<file path="config.mk">
export PLATFORM = sky130hd
export DESIGN_NAME = prio_irq_ctrl
export DESIGN_NICKNAME = d
export VERILOG_FILES = /design/src/rtl/irqc_pkg.sv /design/src/rtl/irqc_regs.sv /design/src/rtl/irqc_track.sv /design/src/rtl/irqc_pick.sv /design/src/rtl/prio_irq_ctrl.sv
export SDC_FILE = /design/constraint.sdc
export NUM_CORES = 1
export LEC_CHECK = 0
export ABC_AREA = 1
export BUFFER_PORTS_ARGS = -buffer_cell sky130_fd_sc_hd__buf_2
export CORE_ASPECT_RATIO = 0.9
export CORE_MARGIN = 1.5
export CORE_UTILIZATION = 30
export DETAILED_ROUTE_END_ITERATION = 8
export PLACE_DENSITY = 0.53
export SYNTH_ARGS = -nofsm -noshare
export SYNTH_HDL_FRONTEND = slang
export SYNTH_SLANG_ARGS = --single-unit
export TNS_END_PERCENT = 50
</file>
<file path="constraint.sdc">
create_clock -name clk -period 2.7 [get_ports clk]
set_clock_uncertainty 0.05 [all_clocks]
set_input_delay 0.27 -clock clk [delete_from_list [all_inputs] [get_ports clk]]
set_output_delay 0.27 -clock clk [all_outputs]
set_load 0.01 [all_outputs]
</file>
<file path="src/rtl/irqc_pkg.sv">
package irqc_pkg;
  typedef enum logic {
    IRQC_REG_MASK = 1'b0,
    IRQC_REG_BASE = 1'b1
  } irqc_reg_e;
endpackage

</file>
<file path="src/rtl/irqc_regs.sv">
module irqc_regs
  import irqc_pkg::*;
#(
  parameter int N  = 8,
  parameter int VW = 8
) (
  input  logic          clk,
  input  logic          rst_n,
  input  logic          we,
  input  logic          addr,
  input  logic [VW-1:0] wdata,
  output logic [VW-1:0] rdata,
  output logic [N-1:0]  mask,
  output logic [VW-1:0] base
);
  irqc_reg_e sel;
  assign sel = irqc_reg_e'(addr);

  always_ff @(posedge clk or negedge rst_n) begin
    if (!rst_n) begin
      mask <= '0;
      base <= '0;
    end else if (we) begin
      if (sel == IRQC_REG_MASK) mask <= wdata[N-1:0];
      else                      base <= wdata;
    end
  end

  always_comb begin
    rdata = base;
    if (sel == IRQC_REG_MASK) rdata = VW'(mask);
  end
endmodule

</file>
<file path="src/rtl/irqc_track.sv">
module irqc_track #(
  parameter int N  = 8,
  parameter int IW = 3
) (
  input  logic          clk,
  input  logic          rst_n,
  input  logic [N-1:0]  irq,
  input  logic          ack_take,
  input  logic [IW-1:0] sel_line,
  input  logic          eoi,
  output logic [N-1:0]  irr,
  output logic [N-1:0]  isr
);
  function automatic logic [N-1:0] onehot(input logic [IW-1:0] idx);
    logic [N-1:0] v;
    for (int i = 0; i < N; i++) v[i] = (i == int'(idx));
    return v;
  endfunction

  function automatic logic [N-1:0] lowest_bit(input logic [N-1:0] v);
    return v & (~v + N'(1));
  endfunction

  logic [N-1:0] take_vec, retire_vec;
  assign take_vec   = ack_take ? onehot(sel_line) : '0;
  assign retire_vec = eoi ? lowest_bit(isr) : '0;

  always_ff @(posedge clk or negedge rst_n) begin
    if (!rst_n) begin
      irr <= '0;
      isr <= '0;
    end else begin
      irr <= (irr | irq) & ~take_vec;
      isr <= (isr & ~retire_vec) | take_vec;
    end
  end


  req_hold_chk: assert property (@(posedge clk) disable iff (!rst_n)
    1'b1 |=> (($past(irr) & ~$past(take_vec)) & ~irr) == '0);

  isr_set_by_ack_chk: assert property (@(posedge clk) disable iff (!rst_n)
    ((isr & ~$past(isr)) != '0) |-> $past(ack_take));

  eoi_one_chk: assert property (@(posedge clk) disable iff (!rst_n)
    (eoi && !ack_take && isr != '0) |=> $countones(isr) == $countones($past(isr)) - 1);
endmodule

</file>
<file path="src/rtl/irqc_pick.sv">
module irqc_pick #(
  parameter int N  = 8,
  parameter int IW = 3
) (
  input  logic [N-1:0]  irr,
  input  logic [N-1:0]  mask,
  input  logic [N-1:0]  isr,
  output logic [N-1:0]  elig,
  output logic          any,
  output logic [IW-1:0] idx
);
  function automatic logic [N-1:0] above_service(input logic [N-1:0] s);
    logic [N-1:0] m;
    logic seen;
    seen = 1'b0;
    for (int i = 0; i < N; i++) begin
      seen = seen | s[i];
      m[i] = !seen;
    end
    return m;
  endfunction

  function automatic logic [IW-1:0] first_idx(input logic [N-1:0] v);
    logic [IW-1:0] r;
    r = '0;
    for (int i = N - 1; i >= 0; i--) if (v[i]) r = IW'(i);
    return r;
  endfunction

  assign elig = irr & ~mask & above_service(isr);
  assign any  = |elig;
  assign idx  = first_idx(elig);
endmodule

</file>
<file path="src/rtl/prio_irq_ctrl.sv">
module prio_irq_ctrl #(
  parameter int N  = 8,
  parameter int VW = 8
) (
  input  logic          clk,
  input  logic          rst_n,
  input  logic [N-1:0]  irq_req,
  input  logic          cfg_we,
  input  logic          cfg_addr,
  input  logic [VW-1:0] cfg_wdata,
  output logic [VW-1:0] cfg_rdata,
  output logic          intr,
  output logic [VW-1:0] vector,
  input  logic          ack,
  input  logic          eoi
);
  localparam int IW = (N > 1) ? $clog2(N) : 1;

  function automatic logic [VW-1:0] vec_of(input logic [VW-1:0] b, input logic [IW-1:0] i);
    return b + VW'(i);
  endfunction

  function automatic logic [N-1:0] lower_than(input logic [IW-1:0] i);
    logic [N-1:0] m;
    for (int k = 0; k < N; k++) m[k] = (k < int'(i));
    return m;
  endfunction

  logic [N-1:0]  mask_q, irr_q, isr_q, elig;
  logic [VW-1:0] base_q, vec_q;
  logic          intr_q, pick_any, ack_take, launch;
  logic [IW-1:0] pick_idx, sel_q;

  assign ack_take = intr_q & ack;
  assign launch   = !intr_q & pick_any;

  irqc_regs #(.N(N), .VW(VW)) u_regs (
    .clk(clk), .rst_n(rst_n), .we(cfg_we), .addr(cfg_addr), .wdata(cfg_wdata),
    .rdata(cfg_rdata), .mask(mask_q), .base(base_q)
  );

  irqc_track #(.N(N), .IW(IW)) u_track (
    .clk(clk), .rst_n(rst_n), .irq(irq_req), .ack_take(ack_take), .sel_line(sel_q),
    .eoi(eoi), .irr(irr_q), .isr(isr_q)
  );

  irqc_pick #(.N(N), .IW(IW)) u_pick (
    .irr(irr_q), .mask(mask_q), .isr(isr_q), .elig(elig), .any(pick_any), .idx(pick_idx)
  );

  always_ff @(posedge clk or negedge rst_n) begin
    if (!rst_n) begin
      intr_q <= 1'b0;
      sel_q  <= '0;
      vec_q  <= '0;
    end else if (intr_q) begin
      if (ack) intr_q <= 1'b0;
    end else if (launch) begin
      intr_q <= 1'b1;
      sel_q  <= pick_idx;
      vec_q  <= vec_of(base_q, pick_idx);
    end
  end

  assign intr   = intr_q;
  assign vector = vec_q;


  mask_block_chk: assert property (@(posedge clk) disable iff (!rst_n)
    $rose(intr_q) |-> ($past(mask_q) & ~lower_than(sel_q) & lower_than(sel_q + IW'(1))) == '0
      || sel_q == IW'(N - 1) && !$past(mask_q[N-1]));

  prio_win_chk: assert property (@(posedge clk) disable iff (!rst_n)
    $rose(intr_q) |-> ($past(elig) & lower_than(sel_q)) == '0);

  holdoff_chk: assert property (@(posedge clk) disable iff (!rst_n)
    $rose(intr_q) |-> ($past(isr_q) & lower_than(sel_q + IW'(1))) == '0
      || (sel_q == IW'(N - 1) && $past(isr_q) == '0));

  vec_map_chk: assert property (@(posedge clk) disable iff (!rst_n)
    $rose(intr_q) |-> vec_q == $past(base_q) + VW'(sel_q));

  hold_chk: assert property (@(posedge clk) disable iff (!rst_n)
    (intr_q && !ack) |=> intr_q && $stable(vec_q) && $stable(sel_q));

  release_chk: assert property (@(posedge clk) disable iff (!rst_n)
    (intr_q && ack) |=> !intr_q);
endmodule

</file>
==> Word-level counts from Yosys, hierarchy flattened <==
Cells that the tools add are included.
{ "word_totals": {"ff_bits": 44, "latchBits": 0, "mem_bits_rw": 0, "mem_bits_ro": 0, "inputBits": 22, "out_inout_bits": 17, "word_cells": 66, "memories": 0} }
{ "classes": {"add_sub_neg": 2, "multipliers": 0, "div": 0, "n_lt_le_gt_ge": 0, "eq_ne": 7, "n_shift": 0, "n_mux": 14, "bitwise": 22, "reduce_logical": 14} }
{ "ops": {"columns": ["operator", "count"], "rows": [
  ["bitwise AND 8 bit", 5],
  ["inverter 8 bit", 4],
  ["two-way mux 3 bit", 8],
  ["two-way mux 8 bit", 3],
  ["OR 8 bit", 2],
  ["equality test 3 bit (first input constant)", 4],
  ["zero test 1 bit", 9],
  ["adder 8 x 1 -> 8 bit (second input constant)", 1],
  ["adder 8 x 3 -> 8 bit", 1],
  ["OR reduction 8 bit", 1],
  ["OR 1 bit", 7],
  ["equality test 2 x 3 -> 1 bit (first input constant)", 2],
  ["AND reduction 2 bit", 3],
  ["equality test 1 x 3 -> 1 bit (first input constant)", 1],
  ["zero test 3 bit", 1],
  ["two-way mux 1 bit", 3],
  ["bitwise AND 1 bit", 2],
  ["inverter 1 bit", 2]
]} }

==> Logic depth before layout (Yosys ltp) <==
{ "logic_depth": {"ltp_word": 18, "depth_mapped": 18} }

==> Hierarchy <==
A second synthesis with hierarchy kept.
{ "hier_totals": {"cells_unflattened": 313, "area_unflattened_um2": 2416.1} }
{ "modules_own_cells": {"columns": ["mod", "instances", "cells_per_inst", "area_each_um2"], "rows": [
  ["irqc_regs", 1, 96, 789.5],
  ["irqc_track", 1, 76, 690.7],
  ["prio_irq_ctrl", 1, 90, 684.4],
  ["irqc_pick", 1, 51, 251.5]
]} }

==> Least setup slack after synthesis <==
No wires, ideal clock.
{ "synth_path": {"path_kind": "reg2reg", "start": "register u_track.isr[0]", "end": "register vec_q[6], in the netlist vector[6]", "setup_time_ns": 0.121, "arrival_time_ns": 2.306, "t_required_ns": 2.529, "setup_slack_ns": 0.222, "stages_incl_launch_ff": 17, "n_path_buf": 0, "synth_period_minus_slack_ns": 2.478, "cell_sequence": "dfrtp_1 > nor2_4 > nand2_2 > nor2_2 > nand2_1 > nand2_1 > nand2_1 > nand2_1 > nand2_1 > a21oi_1 > ha_1 > inv_1 > fa_1 > o21ai_0 > nand3_1 > xor2_1 > o21ai_2"} }
{ "synth_between": {"elab_chain_cells": 18, "elab_cells_between_ends": 28, "cone_classes": "add/sub (1); mux (8); bitwise (9); reduce/logical (10)"} }
{ "synth_lines": {"columns": ["element", "line_no", "rtl"], "rows": [
  ["start: declaration", "irqc_track.sv:12", "output logic [N-1:0] isr"],
  ["start signal: assignment", "irqc_track.sv:34", "isr <= (isr & ~retire_vec) | take_vec;"],
  ["OR 1 bit (7 in series)", "irqc_pick.sv:17", "seen = seen | s[i];"],
  ["zero test 1 bit", "irqc_pick.sv:18", "m[i] = !seen;"],
  ["bitwise AND 8 bit (*)", "irqc_pick.sv:30", "assign elig = irr & ~mask & above_service(isr);"],
  ["two-way mux 3 bit (7 in series)", "irqc_pick.sv:26", "for (int i = N - 1; i >= 0; i--) if (v[i]) r = IW'(i);"],
  ["two-way mux 3 bit (*)", "irqc_pick.sv:26", null],
  ["net pick_idx[0]", "prio_irq_ctrl.sv:32", "logic [IW-1:0] pick_idx, sel_q;"],
  ["adder 8 x 3 -> 8 bit (*)", "prio_irq_ctrl.sv:20", "return b + VW'(i);"],
  ["end signal: assignment", "prio_irq_ctrl.sv:61", "vec_q <= vec_of(base_q, pick_idx);"],
  ["end: declaration", "prio_irq_ctrl.sv:30", "logic [VW-1:0] base_q, vec_q;"]
]} }
The timed path passes the listed nets; every way through them passes the cells marked *.
A chain may end at the register's enable or synchronous reset.

==> Worst setup path after layout <==
{ "layout_path": {"start": "register u_track.isr[1]", "end": "register vec_q[6], in the netlist vector[6]"} }
{ "layout_between": {"elab_chain_cells": 18, "elab_cells_between_ends": 27, "cone_classes": "add/sub (1); mux (8); bitwise (9); reduce/logical (9)"} }
{ "layout_lines": {"columns": ["element", "line_no"], "rows": [
  ["OR 1 bit (*)", "irqc_pick.sv:17"],
  ["OR 1 bit (6 in series)", "irqc_pick.sv:17"],
  ["zero test 1 bit", "irqc_pick.sv:18"],
  ["bitwise AND 8 bit (*)", "irqc_pick.sv:30"],
  ["two-way mux 3 bit (6 in series)", "irqc_pick.sv:26"],
  ["two-way mux 3 bit (*) (2 in series)", "irqc_pick.sv:26"],
  ["net pick_idx[0]", "prio_irq_ctrl.sv:32"],
  ["adder 8 x 3 -> 8 bit (*)", "prio_irq_ctrl.sv:20"]
]} }
Marked as above.

==> key figures <==
Status
  • Status: complete, no violations

Finish
  • Post-layout nets: 341
  • Register Area: 1100 µm²
  • Antenna cells: 0
  • Fill cell count: 769
  • Area occupied by multi-input gates: 930 µm²
  • Syn-to-layout area delta: 19.0%
  • Layout cell share with drive strength beyond 1: 21.8%
  • Non-filler cells, final: 409
  • Fin area: 2650 µm²

STA
  • Peak Freq: 0.408 GHz
  • Hold Fails Final Rpt: 0
  • Setup TNS: 0 ns
  • Min Hold Slack: 0.0794 ns
  • Slew margin rel.: 35.1%
  • Final worst slack: 0.250 ns
  • Final setup vio count: 0
  • RSZ-0062 raised after global routing: no
  • Slew Limit Fails: 0
  • Min Tclk post-route: 2.45 ns
  • Final Cycle Share: 90.7%
  • Slew @ Worst Pin: 0.973 ns

Setup path
  • Max incr delay on CP: 0.41 ns
  • Critical path cell sequence: nor2_4, nand2_2, nor2_2, nand2_1, nand2_1, nand2_1, nand2_1, nand2_1, a21oi_1, ha_1, inv_1, fa_2, o21ai_2, nand3_1, xor2_1, o21ai_2
  • Slowest cell on crit path: dfrtp_1
  • Cell family with most CP delay: simple AND/OR/NAND/NOR gates
  • Cell mode on critical path: nand2_1
  • Critical Path RT: 2.88 ns
  • CP Max Fanout: 5
  • Crit start category: flop
  • Buf/Inv on CP: 1
  • Arrival time at the worst endpoint: 2.63 ns
  • Worst reg2reg setup slack: 0.25 ns
  • Crit Path Class: flop to flop
  • Critical Path End Type: flop

Logic synthesis
  • Synth unique cells: 25
  • Synthesized area: 2230 µm²
  • Synth top area cells: dfrtp_1 49%, nand2_1 11%, o21ai_0 7.9%
  • Synth area leader: dfrtp_1
  • Dominant synthesized flop cell: dfrtp_1
  • Share of the synthesized area in the top cell type: 49.5%
  • EDFF count, synth: 0
  • Syn Area/Cell: 8.18 µm²
  • Most numerous cell in the Yosys netlist: nand2_1
  • Post-Syn Nets: 298
  • Syn. warnings: 0
  • Flop and latch count out of synthesis: 44
  • Post-synth ARST share: 100%
  • Mapped Cells: 272
  • Post-synthesis sequential area ratio: 49.5%
  • Synth cell count leaders: 67 x nand2_1, 44 x dfrtp_1, 41 x inv_1

Detailed routing
  • DRT iter0 DRCs: 130
  • DRT Pass-1 Iters: 4
  • Routed Antenna Nets: 0
  • WL/cell: 12.4 µm
  • Vias per cell: 4.44
  • Vias: 1817
  • DRT Wirelength: 5050 µm
  • DR DRC count: 0

Power
  • Leakage: 1.36 nW
  • Maximum vdd drop: 286 µV
  • Clock power frac: 19.3%
  • Logic pwr share: 45.8%
  • Sw Share: 41.7%
  • Sequential power share: 34.9%
  • Net Sw Power: 1.19 mW
  • Pwr Density: 1080 nW/µm²
  • Design internal power: 1.66 mW

Global routing
  • Vias in the first global route: 1727
  • Final global-route overflow total: 0
  • GRT Util Overall: 13.8%
  • Global-route wire length before repair: 8380 µm
  • Initial antenna violation count: 0
  • Largest net degree at the start of global routing: 45

CTS
  • Clk_lat worst skew: 0.29 ns
  • CTS tree: yes
  • Clock sink count: 44
  • Maximum root-to-sink buffer count: 2
  • CTS buffer count: 5
  • Clk slew on worst S/H paths: 0.09 ns
  • Hold-fix buffers at CTS: 0
  • Root Driver: clkbuf_8
  • H-tree depth: 2

Run
  • Max_cap viols: 0

Place
  • Pre-CTS setup slack: 0.0449 ns
  • DP HPWL: 3870 µm
  • Placed instance count: 400
  • I/O Buffers: 38
  • GPL Wtd Cong: 0.890
  • Placed cell areas: 2510 µm²

Floorplan
  • Chip height: 84.7 µm
  • Starting Density: 31.3%
  • Die Area: 7950 µm²
  • Row count: 29
  • Die width: 93.8 µm
  • Core Area: 7110 µm²
  • # IOs: 39

Hold path
  • Worst Hold Class: input pin to asynchronous set/reset pin
[cells in the final DEF, fill, tap and decap left out, types with 4 or more instances in the layout]
cell type / count
o22ai_1: 4
buf_2: 38
clkbuf_8: 7
o21ai_0: 34
inv_1: 41
nand3_1: 6
nor2_1: 29
a21oi_1: 7
dfrtp_1: 44
nand2_1: 67
o21ai_2: 7
xor2_1: 4
[power by group through the flow]
stage	Clock [mW]	Combinational (mW)	Sequential, mW
detailed placement	0	1.28	1.01
global route	0.598	1.49	1.02
floorplan	0	0.984	0.998
finish	0.549	1.31	0.995
CTS	0.562	1.29	0.996
global placement	0	1.27	1.01
[per-layer routing]
layer	global-route usage (%)	share of wire, %	vias to the layer above
li1	-	-	947
met1	20.6	52	824
met2	19.0	43	40
met3	3.17	3.7	6
met4	5.83	1.8	0
met5	0	0	-
[sequential cells by signal, indices dropped and copies added (netlist names)]
signal / flops
intr: 1
sel_q: 3
u_regs.base: 8
u_regs.mask: 8
u_track.irr: 8
u_track.isr: 8
vector: 8
[logic make-up after synthesis]
kind of cell	share of synthesized area [%]
AOI/OAI and AO/OA	13.5
buffers and inverters	9.05
xor gates and xnor gates	1.97
and+or+nand+nor	23.4
adders and majority gates	2.59
DFF	49.5
[path summary, 6_finish.rpt]
check / cells after the start / startpoint / endpoint
setup reg to reg: 16 / u_track.isr[1]$_DFF_PN0_ / vector[6]$_DFFE_PN0P_
min in group clk: 2 / eoi / u_track.isr[0]$_DFF_PN0_
max in group asynchronous: 1 / rst_n / u_track.isr[0]$_DFF_PN0_
setup / recovery: 16 / u_track.isr[1]$_DFF_PN0_ / vector[6]$_DFFE_PN0P_
hold reg to reg: 2 / vector[0]$_DFFE_PN0P_ / vector[0]$_DFFE_PN0P_
hold / removal: 1 / rst_n / vector[1]$_DFFE_PN0P_
[repair_timing]
| item | in CTS | in global routing |
|---|---|---|
| gates resized for setup | 0 | 3 |
| setup endpoints to repair | 0 | 2 |
| buffers inserted | 0 | 1 |
[stage by stage]
| step | total power, mW | util, % |
|---|---|---|
| after floorplan | 1.98 | - |
| after global placement | 2.28 | 35.3 |
| after detailed placement | 2.29 | 35.3 |
| after CTS | 2.84 | 37.1 |
| after global routing | 3.11 | 37.2 |
| final | 2.85 | 37.2 |
[final cells by class]
class / instances / share of cell area, %
Clock buffer: 7 / 3.64
Clock inverter: 1 / 1.13
Inverter: 44 / 6.42
Multi-Input combinational cell: 180 / 35.1
Sequential cell: 44 / 41.6
Tap cell: 93 / 4.39
Timing Repair Buffer: 40 / 7.75
(Power assumes the default switching activity.)
